==> config.mk <==
export PLATFORM = sky130hd
export DESIGN_NAME = pmu_mailbox
export DESIGN_NICKNAME = d
export VERILOG_FILES = /design/src/rtl/mbox_pkg.sv /design/src/rtl/mbox_seq.sv /design/src/rtl/mbox_wbuf.sv /design/src/rtl/mbox_rbuf.sv /design/src/rtl/pmu_mailbox.sv
export SDC_FILE = /design/constraint.sdc
export NUM_CORES = 1
export LEC_CHECK = 0
export ABC_AREA = 1
export BUFFER_PORTS_ARGS = -buffer_cell sky130_fd_sc_hd__buf_2
export CORE_MARGIN = 3
export CORE_UTILIZATION = 50
export CTS_CLUSTER_DIAMETER = 30
export DETAILED_ROUTE_END_ITERATION = 10
export PLACE_DENSITY = 0.77
export REMOVE_ABC_BUFFERS = 1
export SYNTH_ARGS = -nofsm -noshare
export SYNTH_HDL_FRONTEND = slang
export SYNTH_SLANG_ARGS = --single-unit
==> constraint.sdc <==
create_clock -name clk -period 3.74 [get_ports clk]
set_clock_uncertainty 0.05 [all_clocks]
set_input_delay 0.561 -clock clk [delete_from_list [all_inputs] [get_ports clk]]
set_output_delay 0.561 -clock clk [all_outputs]
set_load 0.02 [all_outputs]
==> src/rtl/mbox_pkg.sv <==
package mbox_pkg;
  // byte offsets of the host-visible registers
  localparam int OFF_CMD  = 'h00;
  localparam int OFF_STAT = 'h04;
  localparam int OFF_SRC  = 'h08;
  localparam int OFF_DST  = 'h0C;
  localparam int OFF_IN   = 'h80;
  localparam int OFF_OUT  = 'h90;

  // status flag used by the write-one-to-clear path
  localparam int STAT_IRQ_BIT = 2;

  typedef enum logic [7:0] {
    ERR_NONE        = 8'd0,
    ERR_UNSUPPORTED = 8'd1,
    ERR_UNSERVICED  = 8'd2,
    ERR_CANNOT      = 8'd3,
    ERR_INVALID     = 8'd4,
    ERR_FAILED      = 8'd5,
    ERR_SECURITY    = 8'd6,
    ERR_UNSIGNED    = 8'd7
  } mbox_err_e;

  typedef struct packed {
    logic [7:0] len;
    logic [3:0] sub;
    logic       ien;
    logic [7:0] opcode;
  } cmd_fields_t;
endpackage

==> src/rtl/mbox_seq.sv <==
module mbox_seq
  import mbox_pkg::*;
#(
  parameter int CODE_W = 8
) (
  input  logic              clk,
  input  logic              rst,
  input  logic              cmd_wr_i,
  input  cmd_fields_t       cmd_i,
  input  logic              clr_i,
  input  logic              done_i,
  input  logic              err_i,
  input  logic [CODE_W-1:0] code_i,
  output cmd_fields_t       cmd_o,
  output logic              busy_o,
  output logic              err_o,
  output logic [CODE_W-1:0] code_o,
  output logic              flag_o,
  output logic              start_o,
  output logic              accept_o,
  output logic              irq_o
);
  cmd_fields_t       cmd_q;
  logic              busy_q, err_q, flag_q, start_q;
  logic [CODE_W-1:0] code_q;
  logic              issue, accept;

  assign issue  = cmd_wr_i & ~busy_q;
  assign accept = done_i & busy_q;

  always_ff @(posedge clk) begin
    if (rst) begin
      cmd_q   <= '0;
      busy_q  <= 1'b0;
      err_q   <= 1'b0;
      code_q  <= '0;
      flag_q  <= 1'b0;
      start_q <= 1'b0;
    end else begin
      start_q <= issue;
      if (issue) begin
        cmd_q  <= cmd_i;
        busy_q <= 1'b1;
        err_q  <= 1'b0;
        code_q <= '0;
      end else if (accept) begin
        busy_q <= 1'b0;
        err_q  <= err_i;
        code_q <= code_i;
      end
      // completion has priority over a host clear in the same cycle
      if (accept && cmd_q.ien) flag_q <= 1'b1;
      else if (clr_i)          flag_q <= 1'b0;
    end
  end

  assign cmd_o    = cmd_q;
  assign busy_o   = busy_q;
  assign err_o    = err_q;
  assign code_o   = code_q;
  assign flag_o   = flag_q;
  assign start_o  = start_q;
  assign accept_o = accept;
  assign irq_o    = flag_q & cmd_q.ien;

  assert_start_pulse_R2: assert property (@(posedge clk) disable iff (rst)
    start_q |=> !start_q);
  assert_start_busy_R2: assert property (@(posedge clk) disable iff (rst)
    start_q |-> busy_q);
  assert_no_issue_busy_R3: assert property (@(posedge clk) disable iff (rst)
    (busy_q && cmd_wr_i) |=> (!start_q && $stable(cmd_q)));
  assert_done_clears_R4: assert property (@(posedge clk) disable iff (rst)
    (busy_q && done_i) |=> (!busy_q && err_q == $past(err_i) && code_q == $past(code_i)));
  assert_flag_src_R6: assert property (@(posedge clk) disable iff (rst)
    $rose(flag_q) |-> $past(done_i && busy_q));
  assert_idle_done_R11: assert property (@(posedge clk) disable iff (rst)
    (!busy_q && done_i && !cmd_wr_i && !clr_i) |=>
      (!busy_q && $stable(err_q) && $stable(code_q) && $stable(flag_q)));
endmodule

==> src/rtl/mbox_wbuf.sv <==
module mbox_wbuf #(
  parameter int WORDS = 4,
  parameter int DW    = 32,
  localparam int IDXW = $clog2(WORDS)
) (
  input  logic                clk,
  input  logic                rst,
  input  logic                wr_en,
  input  logic [IDXW-1:0]     wr_idx,
  input  logic [DW-1:0]       wr_data,
  output logic [WORDS*DW-1:0] data_o
);
  logic [WORDS-1:0][DW-1:0] words_q;

  for (genvar i = 0; i < WORDS; i++) begin : g_word
    always_ff @(posedge clk) begin
      if (rst)                                  words_q[i] <= '0;
      else if (wr_en && wr_idx == IDXW'(i))     words_q[i] <= wr_data;
    end
  end

  assign data_o = words_q;

  assert_wbuf_hold_R8: assert property (@(posedge clk) disable iff (rst)
    !wr_en |=> $stable(words_q));
endmodule

==> src/rtl/mbox_rbuf.sv <==
module mbox_rbuf #(
  parameter int WORDS = 4,
  parameter int DW    = 32,
  localparam int IDXW = $clog2(WORDS)
) (
  input  logic                clk,
  input  logic                rst,
  input  logic                cap_i,
  input  logic [WORDS*DW-1:0] cap_data_i,
  input  logic [IDXW-1:0]     rd_idx,
  output logic [DW-1:0]       rd_word
);
  logic [WORDS-1:0][DW-1:0] words_q;

  for (genvar i = 0; i < WORDS; i++) begin : g_word
    always_ff @(posedge clk) begin
      if (rst)        words_q[i] <= '0;
      else if (cap_i) words_q[i] <= cap_data_i[i*DW +: DW];
    end
  end

  assign rd_word = words_q[rd_idx];

  // only a completion may change the output words; host writes never reach here
  assert_rbuf_hold_R10: assert property (@(posedge clk) disable iff (rst)
    !cap_i |=> $stable(words_q));
endmodule

==> src/rtl/pmu_mailbox.sv <==
module pmu_mailbox
  import mbox_pkg::*;
#(
  parameter int ADDR_W    = 8,
  parameter int DW        = 32,
  parameter int BUF_WORDS = 4,
  parameter int CODE_W    = 8
) (
  input  logic                    clk,
  input  logic                    rst,
  input  logic                    hst_we,
  input  logic                    hst_re,
  input  logic [ADDR_W-1:0]       hst_addr,
  input  logic [DW-1:0]           hst_wdata,
  output logic [DW-1:0]           hst_rdata,
  output logic                    ctl_start,
  output logic [7:0]              ctl_opcode,
  output logic [3:0]              ctl_sub,
  output logic [7:0]              ctl_len,
  output logic [DW-1:0]           ctl_src_ptr,
  output logic [DW-1:0]           ctl_dst_ptr,
  output logic [BUF_WORDS*DW-1:0] ctl_in_data,
  input  logic                    ctl_done,
  input  logic                    ctl_err,
  input  logic [CODE_W-1:0]       ctl_err_code,
  input  logic [BUF_WORDS*DW-1:0] ctl_out_data,
  output logic                    irq
);
  localparam int IDXW      = $clog2(BUF_WORDS);
  localparam int BUF_BYTES = BUF_WORDS * (DW / 8);
  localparam logic [ADDR_W-1:0] A_CMD  = ADDR_W'(OFF_CMD);
  localparam logic [ADDR_W-1:0] A_STAT = ADDR_W'(OFF_STAT);
  localparam logic [ADDR_W-1:0] A_SRC  = ADDR_W'(OFF_SRC);
  localparam logic [ADDR_W-1:0] A_DST  = ADDR_W'(OFF_DST);

  // address decode
  logic in_hit, out_hit;
  logic [IDXW-1:0] buf_idx;
  assign in_hit  = (int'(hst_addr) >= OFF_IN)  && (int'(hst_addr) < OFF_IN + BUF_BYTES);
  assign out_hit = (int'(hst_addr) >= OFF_OUT) && (int'(hst_addr) < OFF_OUT + BUF_BYTES);
  assign buf_idx = hst_addr[IDXW+1:2];

  // command fields taken from the write word
  cmd_fields_t cmd_wr_fields, cmd_cur;
  assign cmd_wr_fields.opcode = hst_wdata[7:0];
  assign cmd_wr_fields.ien    = hst_wdata[8];
  assign cmd_wr_fields.sub    = hst_wdata[15:12];
  assign cmd_wr_fields.len    = hst_wdata[23:16];

  logic              busy, err, flag, accept;
  logic [CODE_W-1:0] code;

  mbox_seq #(.CODE_W(CODE_W)) u_seq (
    .clk      (clk),
    .rst      (rst),
    .cmd_wr_i (hst_we && hst_addr == A_CMD),
    .cmd_i    (cmd_wr_fields),
    .clr_i    (hst_we && hst_addr == A_STAT && hst_wdata[STAT_IRQ_BIT]),
    .done_i   (ctl_done),
    .err_i    (ctl_err),
    .code_i   (ctl_err_code),
    .cmd_o    (cmd_cur),
    .busy_o   (busy),
    .err_o    (err),
    .code_o   (code),
    .flag_o   (flag),
    .start_o  (ctl_start),
    .accept_o (accept),
    .irq_o    (irq)
  );

  mbox_wbuf #(.WORDS(BUF_WORDS), .DW(DW)) u_wbuf (
    .clk     (clk),
    .rst     (rst),
    .wr_en   (hst_we && in_hit),
    .wr_idx  (buf_idx),
    .wr_data (hst_wdata),
    .data_o  (ctl_in_data)
  );

  logic [DW-1:0] out_word;
  mbox_rbuf #(.WORDS(BUF_WORDS), .DW(DW)) u_rbuf (
    .clk        (clk),
    .rst        (rst),
    .cap_i      (accept),
    .cap_data_i (ctl_out_data),
    .rd_idx     (buf_idx),
    .rd_word    (out_word)
  );

  // pointer registers
  logic [DW-1:0] src_q, dst_q;
  always_ff @(posedge clk) begin
    if (rst) begin
      src_q <= '0;
      dst_q <= '0;
    end else if (hst_we) begin
      if (hst_addr == A_SRC) src_q <= hst_wdata;
      if (hst_addr == A_DST) dst_q <= hst_wdata;
    end
  end

  // read mux and registered read data
  logic [31:0] stat_word, cmd_word;
  logic [DW-1:0] rd_val;
  assign stat_word = {8'd0, 8'(code), 8'd0, cmd_cur.sub, 1'b0, flag, err, busy};
  assign cmd_word  = {8'd0, cmd_cur.len, cmd_cur.sub, 3'd0, cmd_cur.ien, cmd_cur.opcode};

  always_comb begin
    rd_val = '0;
    if      (hst_addr == A_CMD)  rd_val = DW'(cmd_word);
    else if (hst_addr == A_STAT) rd_val = DW'(stat_word);
    else if (hst_addr == A_SRC)  rd_val = src_q;
    else if (hst_addr == A_DST)  rd_val = dst_q;
    else if (out_hit)            rd_val = out_word;
  end

  always_ff @(posedge clk) begin
    if (rst) hst_rdata <= '0;
    else     hst_rdata <= hst_re ? rd_val : '0;
  end

  assign ctl_opcode  = cmd_cur.opcode;
  assign ctl_sub     = cmd_cur.sub;
  assign ctl_len     = cmd_cur.len;
  assign ctl_src_ptr = src_q;
  assign ctl_dst_ptr = dst_q;

  assert_irq_clear_R7: assert property (@(posedge clk) disable iff (rst)
    (hst_we && hst_addr == A_STAT && hst_wdata[STAT_IRQ_BIT] && !ctl_done) |=> !irq);
  assert_rdata_idle_R12: assert property (@(posedge clk) disable iff (rst)
    !hst_re |=> hst_rdata == '0);
endmodule

Yosys cells after proc, flatten, opt, wreduce, memory -nomap -nowiden
Cells that the tools add are included.
- magnitude comparators: 5
- eq/ne operators: 6
- muxes and demuxes: 11
- bitwise operators: 5
- reductions and logical operators: 20
- operators by type and width (kind ; number):
    32-bit two-way mux ; 4
    32-bit binary-select mux with 2-bit select ; 1
    24-bit two-way mux ; 2
    8-bit by 4-bit == test with 1-bit output (second input constant) ; 2
    8-bit greater-or-equal comparator (second input constant) ; 2
    8-bit less-than comparator (second input constant) ; 2
    1-bit logical AND ; 11
    8-bit by 3-bit == test with 1-bit output (second input constant) ; 1
    8-bit logical NOT ; 1
    2-bit == test (second input constant) ; 2
    1-bit two-way mux ; 4
    2-bit AND reduction ; 2
    2-bit nonzero test ; 2
    2-bit OR reduction ; 2
    4-bit OR reduction ; 1
    1-bit AND ; 3
    2-bit by 3-bit less-than comparator with 1-bit output (second input constant) ; 1
    2-bit by 1-bit == test with 1-bit output (second input constant) ; 1
    2-bit logical NOT ; 1
    1-bit inverter ; 2
- bits in registers: 385
- logic and storage cells: 68

Depth between registers and ports, before layout
Gate-level depths: netlist of run 1.
- depth in word-level cells: 7
- depth in mapped cells: 11
- depth with buffers taken out: 9

By module
Synthesis of run 1 repeated with hierarchy kept, for this count alone.
- cell total of the unflattened synthesis: 2513
- area total of the unflattened synthesis: 16807.4 um^2
- by module, submodules not included (module ; times used ; cells an instance ; area an instance (um^2) ; sequential area each (um^2)):
    mbox_rbuf ; 1 ; 929 ; 6017.0 ; 2562.5
    mbox_wbuf ; 1 ; 820 ; 5297.6 ; 2562.5
    pmu_mailbox ; 1 ; 614 ; 4284.1 ; 1921.8
    mbox_seq ; 1 ; 150 ; 1208.7 ; 660.6

Worst setup path before layout of run 1
Ideal clock, no wire load.
- path kind: input to register
- start: input port hst_addr[3]
- end: register u_seq.cmd_q (netlist bit u_seq.cmd_o[4])
- library setup time: 0.129 ns
- arrival time: 1.689 ns
- data required time: 3.561 ns
- setup slack: 1.872 ns
- cell stages on the path: 9
- path buffers: 3
- cells stage by stage: buf_4 -> nor2_4 -> nand3_2 -> nor2_4 -> nand3_1 -> buf_2 -> buf_6 -> nand3_1 -> o21ai_0
- longest elaborated chain between the ends: 3
- RTL lines (item ; line ; RTL):
    start: declaration ; pmu_mailbox.sv:13 ; input logic [ADDR_W-1:0] hst_addr,
    8-bit logical NOT ; pmu_mailbox.sv:56 ; .cmd_wr_i (hst_we && hst_addr == A_CMD),
    1-bit logical AND ; pmu_mailbox.sv:56 ;
    1-bit AND ; mbox_seq.sv:28 ; assign issue = cmd_wr_i & ~busy_q;
    end signal: assignment ; mbox_seq.sv:42 ; cmd_q <= cmd_i;
    end: declaration ; mbox_seq.sv:23 ; cmd_fields_t cmd_q;
No other way between the ends.
A chain may end at the register's enable or synchronous reset.

Final worst setup path of run 1
- start: input port hst_addr[3]
- end: register hst_rdata[31]
- longest elaborated chain between the ends: 5
- elaborated cells between the ends (all ways): 13
- classes of those cells: 2 x order compare; 3 x eq/ne; 5 x mux; 3 x reduce/logical
- RTL lines (item ; line ; RTL):
    8-bit greater-or-equal comparator (tied with other cells) ; pmu_mailbox.sv:40 ; assign out_hit = (int'(hst_addr) >= OFF_OUT) && (int'(hst_addr) < OFF_OUT + BUF_BYTES);
    1-bit logical AND / 32-bit two-way mux (equally long branches) ; pmu_mailbox.sv:40, mbox_rbuf.sv:22 ;
    32-bit two-way mux ; pmu_mailbox.sv:115 ; else if (out_hit) rd_val = out_word;
    32-bit two-way mux ; pmu_mailbox.sv:114 ; else if (hst_addr == A_DST) rd_val = dst_q;
    32-bit two-way mux ; pmu_mailbox.sv:113 ; else if (hst_addr == A_SRC) rd_val = src_q;
    end signal: assignment ; pmu_mailbox.sv:120 ; else hst_rdata <= hst_re ? rd_val : '0;
    end: declaration ; pmu_mailbox.sv:15 ; output logic [DW-1:0] hst_rdata,
Several ways; a longest one is shown, not always the timed one. The select of a mux whose other input is x is not followed.

==> results.json, run 1 <==
{
  "yosysTopAreaCell": "dfxtp_1",
  "clockBufferDepth": 3,
  "firstDrtPassIters": 5,
  "place.gp.congestion": 0.884,
  "finalSetupViolCount": 0,
  "relSlewSlack_pct": 43.6,
  "place.port_buffers": 427,
  "finalWirelength_microns": 51600,
  "r2r_cells": 5,
  "hold_viol": 0,
  "clk_transition_reported_paths_ps": 50,
  "syn-cell-area_sq_um": 14800,
  "die-area_sq_um": 31700,
  "htree_num_levels": 3,
  "required_ps": 4140,
  "ys_ff_latch": 385,
  "cts_buffers": 77,
  "ys_seq_area_share_pct": 52.1,
  "cts_hold_buf": 0,
  "grt-ovfl-total": 0,
  "dr.first_iter.drc_count": 1502,
  "vias": 15039,
  "wl_per_cell_microns": 18.9,
  "grt_pass1_vias": 14349,
  "synthCells": 1900,
  "place_inst": 2572,
  "postCtsResizedCells": 0,
  "avgViaCountPerCell": 5.53,
  "crit_top_cell": "nor2_4",
  "synth.area.top_cells": "dfxtp_1 (52%), o21ai_0 (11%), a21oi_1 (7.1%)",
  "cp_num_cells": 8,
  "critPathArrivalTime_ps": 3050,
  "clk-insertion-delay-late_ps": 570,
  "drc": 0,
  "holdPathStages": 3,
  "placed_area_sq_um": 16900,
  "cts_tree": "done",
  "area_delta_synth_final_pct": 33.2,
  "slew_viol_final": 0,
  "finalNonFillerCells": 2721,
  "cp_slowest_cell": "nand3_1",
  "worstPathMaxFanout": 23,
  "post-dp-hpwl_microns": 33900,
  "drv_cap": 0,
  "grt_pass1_wl_microns": 78500,
  "rows": 62,
  "power_density_nw_per_um2": 593,
  "nets": 2449,
  "ios": 428,
  "rsz0062_at_grt": "false",
  "path_buf_inv": 2,
  "min_period_ps": 2660,
  "worst_slew_pin_slew_ps": 846,
  "final_antenna_net_count": 0,
  "fp.dieH_microns": 178,
  "root_buffer": "clkbuf_16",
  "worstSetupPathType": "in -> reg",
  "fin_area_sq_um": 19700,
  "worstPathCellList": "buf_2, nor2_4, nand3_2, nor2_4, inv_1, nand3_1, or2_2, nor2_1",
  "cpPeakStageDelay_ps": 510,
  "cp_top_family": "simple AND/OR/NAND/NOR gates",
  "avgSynthCellArea_sq_um": 7.79,
  "initial_utilization_pct": 51.2,
  "antenna_found_initial": 5,
  "core_sq_um": 28900,
  "grt_use_total_pct": 31.4,
  "post-cts-setup-buffers": 0,
  "max_freq_mhz": 377,
  "leakagePower_nw": 8.84,
  "cp-start-kind": "primary input",
  "fin_crit_sh_pct": 71.0,
  "ys_warn_count": 0,
  "vdd_ir_drop_max_v": 0.000393,
  "synth_cell_types": 26,
  "synth_top_area_share_pct": 52.1,
  "drive_gt1_share_pct": 27.5,
  "outcome": "complete, no violations",
  "hp-class": "in -> reg",
  "cts_sinks": 385,
  "die_w_microns": 178,
  "cp-end-kind": "register",
  "grt_max_degree": 179
}
==> cells by family (layout without fill, tap and decap cells) <==
family	count (synthesis)	in the layout	synth area share, %
other	0	6	0
buffers and inverters	264	695	7.70
AND/OR/NAND/NOR	644	644	18.2
flip-flops	385	385	52.1
AO/OA/AOI/OAI	607	607	22.0
==> worst register-to-register path, delay by kind of cell (launching register included) <==
| family | cells | cell delay, ps |
|---|---|---|
| buffers and inverters | 2 | 980 |
| flip-flops | 1 | 480 |
| AND/OR/NAND/NOR | 3 | 390 |
==> cell usage after synthesis <==
master      n
dfxtp_1   385
o21ai_0   339
nor2_1    269
nand2_1   223
a21oi_1   211
nand3_1   110
inv_1      96
clkbuf_1   91
buf_2      38
a211oi_2   25
buf_4      25
nand4_1    21
o21ai_1    11
buf_1      10
a31oi_1     9
a211oi_1    8
nor2_2      6
nor2_4      6
o22ai_1     4
inv_2       3
nand2_2     3
nor3_1      3
buf_6       1
nand3_2     1
nand4_2     1
or2_2       1
==> area by class of cell <==
cell class,count,area [sq um]
Tap cell,384,480
Timing Repair Buffer,453,2370
Sequential cell,385,7710
Multi-Input combinational cell,1251,6000
Fill cell,2373,9220
Antenna cell,6,15.0
Clock inverter,56,727
Clock buffer,87,2050
Inverter,99,378
==> state kept, by name (all words and copies together) (netlist names) <==
register        count
ctl_dst_ptr        32
ctl_src_ptr        32
hst_rdata          32
u_rbuf.words_q    128
u_seq.busy_o        1
u_seq.cmd_o        21
u_seq.code_o        8
u_seq.err_o         1
u_seq.flag_o        1
u_seq.start_o       1
u_wbuf.data_o     128
==> metrics by stage <==
stage               TNS, ps  total power, mW  hold WS [ps]  util, %  setup WS (ps)
CTS                       0             11.7           182     68.1           1100
finish                    0             11.7           212     68.1           1080
global route              0             12.0           200     68.1            865
floorplan           -282060             4.38           376        -          -1700
detailed placement        0             4.60           391     58.5            510
global placement          0             4.59           382     58.5            567
==> cells in the final DEF, fill, tap and decap left out, types with 4 or more instances in the layout <==
cell type   instances
a211oi_2           25
nor2_4             11
o22ai_1             4
a21oi_1           211
nand2_1           222
nand4_1            21
bufinv_16          12
buf_4              23
nor2_1            269
clkbuf_16          78
clkinv_2           17
inv_1              95
a31oi_1             9
o21ai_1            11
clkinv_4            9
dfxtp_1           385
diode_2             6
clkinvlp_4          7
nand3_1           110
o21ai_0           339
inv_6               8
buf_2             427
a211oi_1            8
clkbuf_8            6
==> final timing paths <==
path | start | endpoint | slack, ps
max | hst_addr[3] | hst_rdata[31] | 1080
min | ctl_err_code[6] | u_seq.code_o[6] | 210
max reg2reg | u_seq.busy_o | u_rbuf.words_q[26] | 1770
min reg2reg | u_rbuf.words_q[47] | u_rbuf.words_q[47] | 400
==> layer usage <==
metal | part of all wire [%] | vias to the layer above | routed length, microns | GRT usage, %
li1 | - | 7099 | - | -
met1 | 40 | 6960 | 20600 | 40.6
met2 | 46 | 822 | 23600 | 48.7
met3 | 9.7 | 156 | 4990 | 7.58
met4 | 4.6 | 2 | 2370 | 16.3
met5 | 0.025 | - | 13 | 0
==> report_power, final <==
group	switching [mW]	leakage, nW	total, mW	internal (mW)
clock network	2.35	1.35	7.17	4.82
registers	0.00751	3.10	4.13	4.12
logic	0.274	4.39	0.396	0.122
(Power assumes the default switching activity.)
==> inputs of run 2 (changes only) <==
--- a/config.mk
+++ b/config.mk
@@ -5,13 +5,13 @@
 export SDC_FILE = /design/constraint.sdc
 export NUM_CORES = 1
 export LEC_CHECK = 0
-export ABC_AREA = 1
+export ABC_AREA = 0
 export BUFFER_PORTS_ARGS = -buffer_cell sky130_fd_sc_hd__buf_2
 export CORE_MARGIN = 3
-export CORE_UTILIZATION = 50
+export CORE_UTILIZATION = 48
 export CTS_CLUSTER_DIAMETER = 30
 export DETAILED_ROUTE_END_ITERATION = 10
-export PLACE_DENSITY = 0.77
+export PLACE_DENSITY = 0.76
 export REMOVE_ABC_BUFFERS = 1
 export SYNTH_ARGS = -nofsm -noshare
 export SYNTH_HDL_FRONTEND = slang
==> constraint.sdc (replaced) <==
create_clock -name clk -period 2.3 [get_ports clk]
set_clock_uncertainty 0.05 [all_clocks]
set_input_delay 0.345 -clock clk [delete_from_list [all_inputs] [get_ports clk]]
set_output_delay 0.345 -clock clk [all_outputs]
set_load 0.02 [all_outputs]
==> run 2 against run 1 <==
Net effect:
- non-clock buffer count rose by 180
- die area rose by 16%
- clock power rose by 69%
- final area rose by 18%
- via count rose by 14%
- largest power group unchanged
- sequential share of layout area fell by 6.1 points
- worst hold slack got worse by 180 ps
- synthesized cell count fell by 3.8%
==> results.json, run 2 <==
{
  "avgSynthCellArea_sq_um": 9.05,
  "synthXorXnorAreaFrac_pct": 0,
  "yosysMostFrequentCell": "dfxtp_1",
  "vias": 17175,
  "hold_viol": 0,
  "die-area_sq_um": 36700,
  "hp-class": "in -> reg",
  "synth_top_area_share_pct": 46.6,
  "sw_frac_of_total_pct": 22.9,
  "final_cell_mix": "buf_2 (424), dfxtp_1 (385), nand2_1 (288), a21oi_1 (277), nand4_1 (141)",
  "final_antenna_net_count": 0,
  "vdd_ir_drop_max_v": 0.000628,
  "required_ps": 2750,
  "max_freq_mhz": 545,
  "cell_internal_pwr_mw": 15.4,
  "grt_max_degree": 129,
  "nets": 2506,
  "leakagePower_nw": 9.32,
  "fin_ws_ps": 464,
  "ys_ff_latch": 385,
  "ys_seq_area_share_pct": 46.6,
  "ys_top_cells_by_count": "dfxtp_1 (385), nand2_1 (290), a21oi_1 (277), clkbuf_1 (156), nand4_1 (141)",
  "ys_warn_count": 0,
  "grt_pass1_wl_microns": 96200,
  "syn-cell-area_sq_um": 16500,
  "worst_slew_pin_slew_ps": 714,
  "clkPwrFrac_pct": 60.5,
  "cp-start-kind": "register",
  "grt_use_total_pct": 33.5,
  "async_flop_share_pct": 0,
  "cts_hold_buf": 134,
  "synthCells": 1828,
  "synthAdderAreaFrac_pct": 0,
  "root_buffer": "clkbuf_16",
  "muxShareOfSynthArea_pct": 9.94,
  "avgViaCountPerCell": 6.05,
  "place_ws_ps": 140,
  "finalSetupViolCount": 0,
  "synth_edf_count": 0,
  "synth-compound-area-share_pct": 18.3,
  "grt-ovfl-total": 0,
  "core_sq_um": 33800,
  "dr.first_iter.drc_count": 1600,
  "cts_tree": "done",
  "worstSetupPathType": "reg -> reg",
  "htree_num_levels": 3,
  "initial_utilization_pct": 49.0,
  "clk_transition_reported_paths_ps": 50,
  "wl_per_cell_microns": 22.6,
  "ys.flop_type": "dfxtp_1",
  "die_w_microns": 192,
  "grt_pass1_vias": 17153,
  "worstPathMaxFanout": 11,
  "synth-simple-area-share_pct": 18.8,
  "postCtsResizedCells": 0,
  "fin_crit_sh_pct": 79.8,
  "finalWirelength_microns": 64100,
  "synth.area.top_cells": "dfxtp_1 (47%), a21oi_1 (8.4%), nand2_1 (6.6%)",
  "outcome": "complete, no violations",
  "rsz0062_at_grt": "false",
  "cts_sinks": 385,
  "p_seq_share_pct": 33.5,
  "drc": 0,
  "antenna_found_initial": 0,
  "firstDrtPassIters": 5,
  "place.port_buffers": 427,
  "yosysTopAreaCell": "dfxtp_1",
  "slew_viol_final": 0,
  "synth_cell_types": 47,
  "place.gp.congestion": 0.946,
  "drive_gt1_share_pct": 30.2,
  "rows": 67,
  "clk-insertion-delay-late_ps": 580,
  "p_total_mw": 20.0,
  "cts_buffers": 83,
  "n_antenna_cell": 0,
  "min_period_ps": 1840,
  "synth_top_family_by_area": "simple AND/OR/NAND/NOR gates",
  "area_delta_synth_final_pct": 41.1,
  "fp.dieH_microns": 192,
  "post-cts-setup-buffers": 0,
  "comb_power_share_pct": 6.0,
  "post-dp-hpwl_microns": 40000,
  "clockBufferDepth": 3,
  "ios": 428,
  "critPathArrivalTime_ps": 2290,
  "drv_cap": 0,
  "p_switching_mw": 4.59,
  "cp-end-kind": "register",
  "final_common_cell": "buf_2",
  "relSlewSlack_pct": 52.4,
  "power_density_nw_per_um2": 858
}
==> run 2: changes by cell type in the layout (fill, tap and decap cells not counted), sizes merged, moves of 46 or more <==
cell,delta
a21oi,+67
buf,+46
dlygate4sd3,+134
inv,-92
mux2i,+71
nand2,+64
nand2b,+107
nand3,-102
nand4,+119
nor2,-278
o21ai,-350
o31ai,+129
==> run 2: final timing paths <==
kind / from / to / slack (ps) / cells past startpoint
max: u_seq.busy_o / u_seq.cmd_o[20] / 460 / 4
max reg2reg: u_seq.busy_o / u_seq.cmd_o[20] / 460 / 4
min: hst_wdata[27] / u_wbuf.data_o[91] / 30 / 3
min reg2reg: u_rbuf.words_q[88] / u_rbuf.words_q[88] / 400 / 2
==> run 2: through the flow <==
| step | TNS [ps] | util [%] | cell area (sq um) | cells | hold WS (ps) |
|---|---|---|---|---|---|
| 6_report | 0 | 69.1 | 23400 | 2839 | 32.3 |
| 5_1_grt | 0 | 69.1 | 23400 | 2839 | 26.7 |
| 4_1_cts | 0 | 69.1 | 23400 | 2839 | 11.2 |
| 3_5_place_dp | 0 | 56.5 | 19100 | 2553 | 394 |
| 3_3_place_gp | 0 | 56.5 | 19100 | 2553 | 390 |
| 2_1_floorplan | -994740 | - | 15500 | 1606 | 357 |
==> run 2: power groups by stage <==
stage	Combinational, mW	Clock, mW	Sequential, mW
after floorplan	0.290	0	6.85
after global placement	0.959	0	6.84
after detailed placement	0.973	0	6.84
after CTS	1.15	12.2	6.71
after global routing	1.25	12.6	6.71
final	1.20	12.1	6.71
==> run 2: cells by family after synthesis <==
group / Yosys count
mux: 122
compound gates: 486
buf+inv: 230
simple gates: 605
flops: 385
==> run 2: layout make-up <==
type                       instances  area, sq um
tap                              448          561
sequential                       385         7710
timing repair buffer             633         4270
inverter                           8         30.0
clock buffer                     110         2410
multi-input combinational       1213         7870
fill                            2424        10400
clock inverter                    42          504
==> run 2: critical path, cell delays in order, from the launching register on <==
cell     delay [ps]
dfxtp_1         400
or4b_2          740
nor4_4          170
buf_4           250
a22o_1          160
==> run 2: routing by layer <==
| metal | GRT usage [%] | share of wire (%) |
|---|---|---|
| met1 | 38.7 | 36 |
| met4 | 19.6 | 5.9 |
| met3 | 9.82 | 11 |
| met5 | 0 | 0 |
| met2 | 55.1 | 47 |
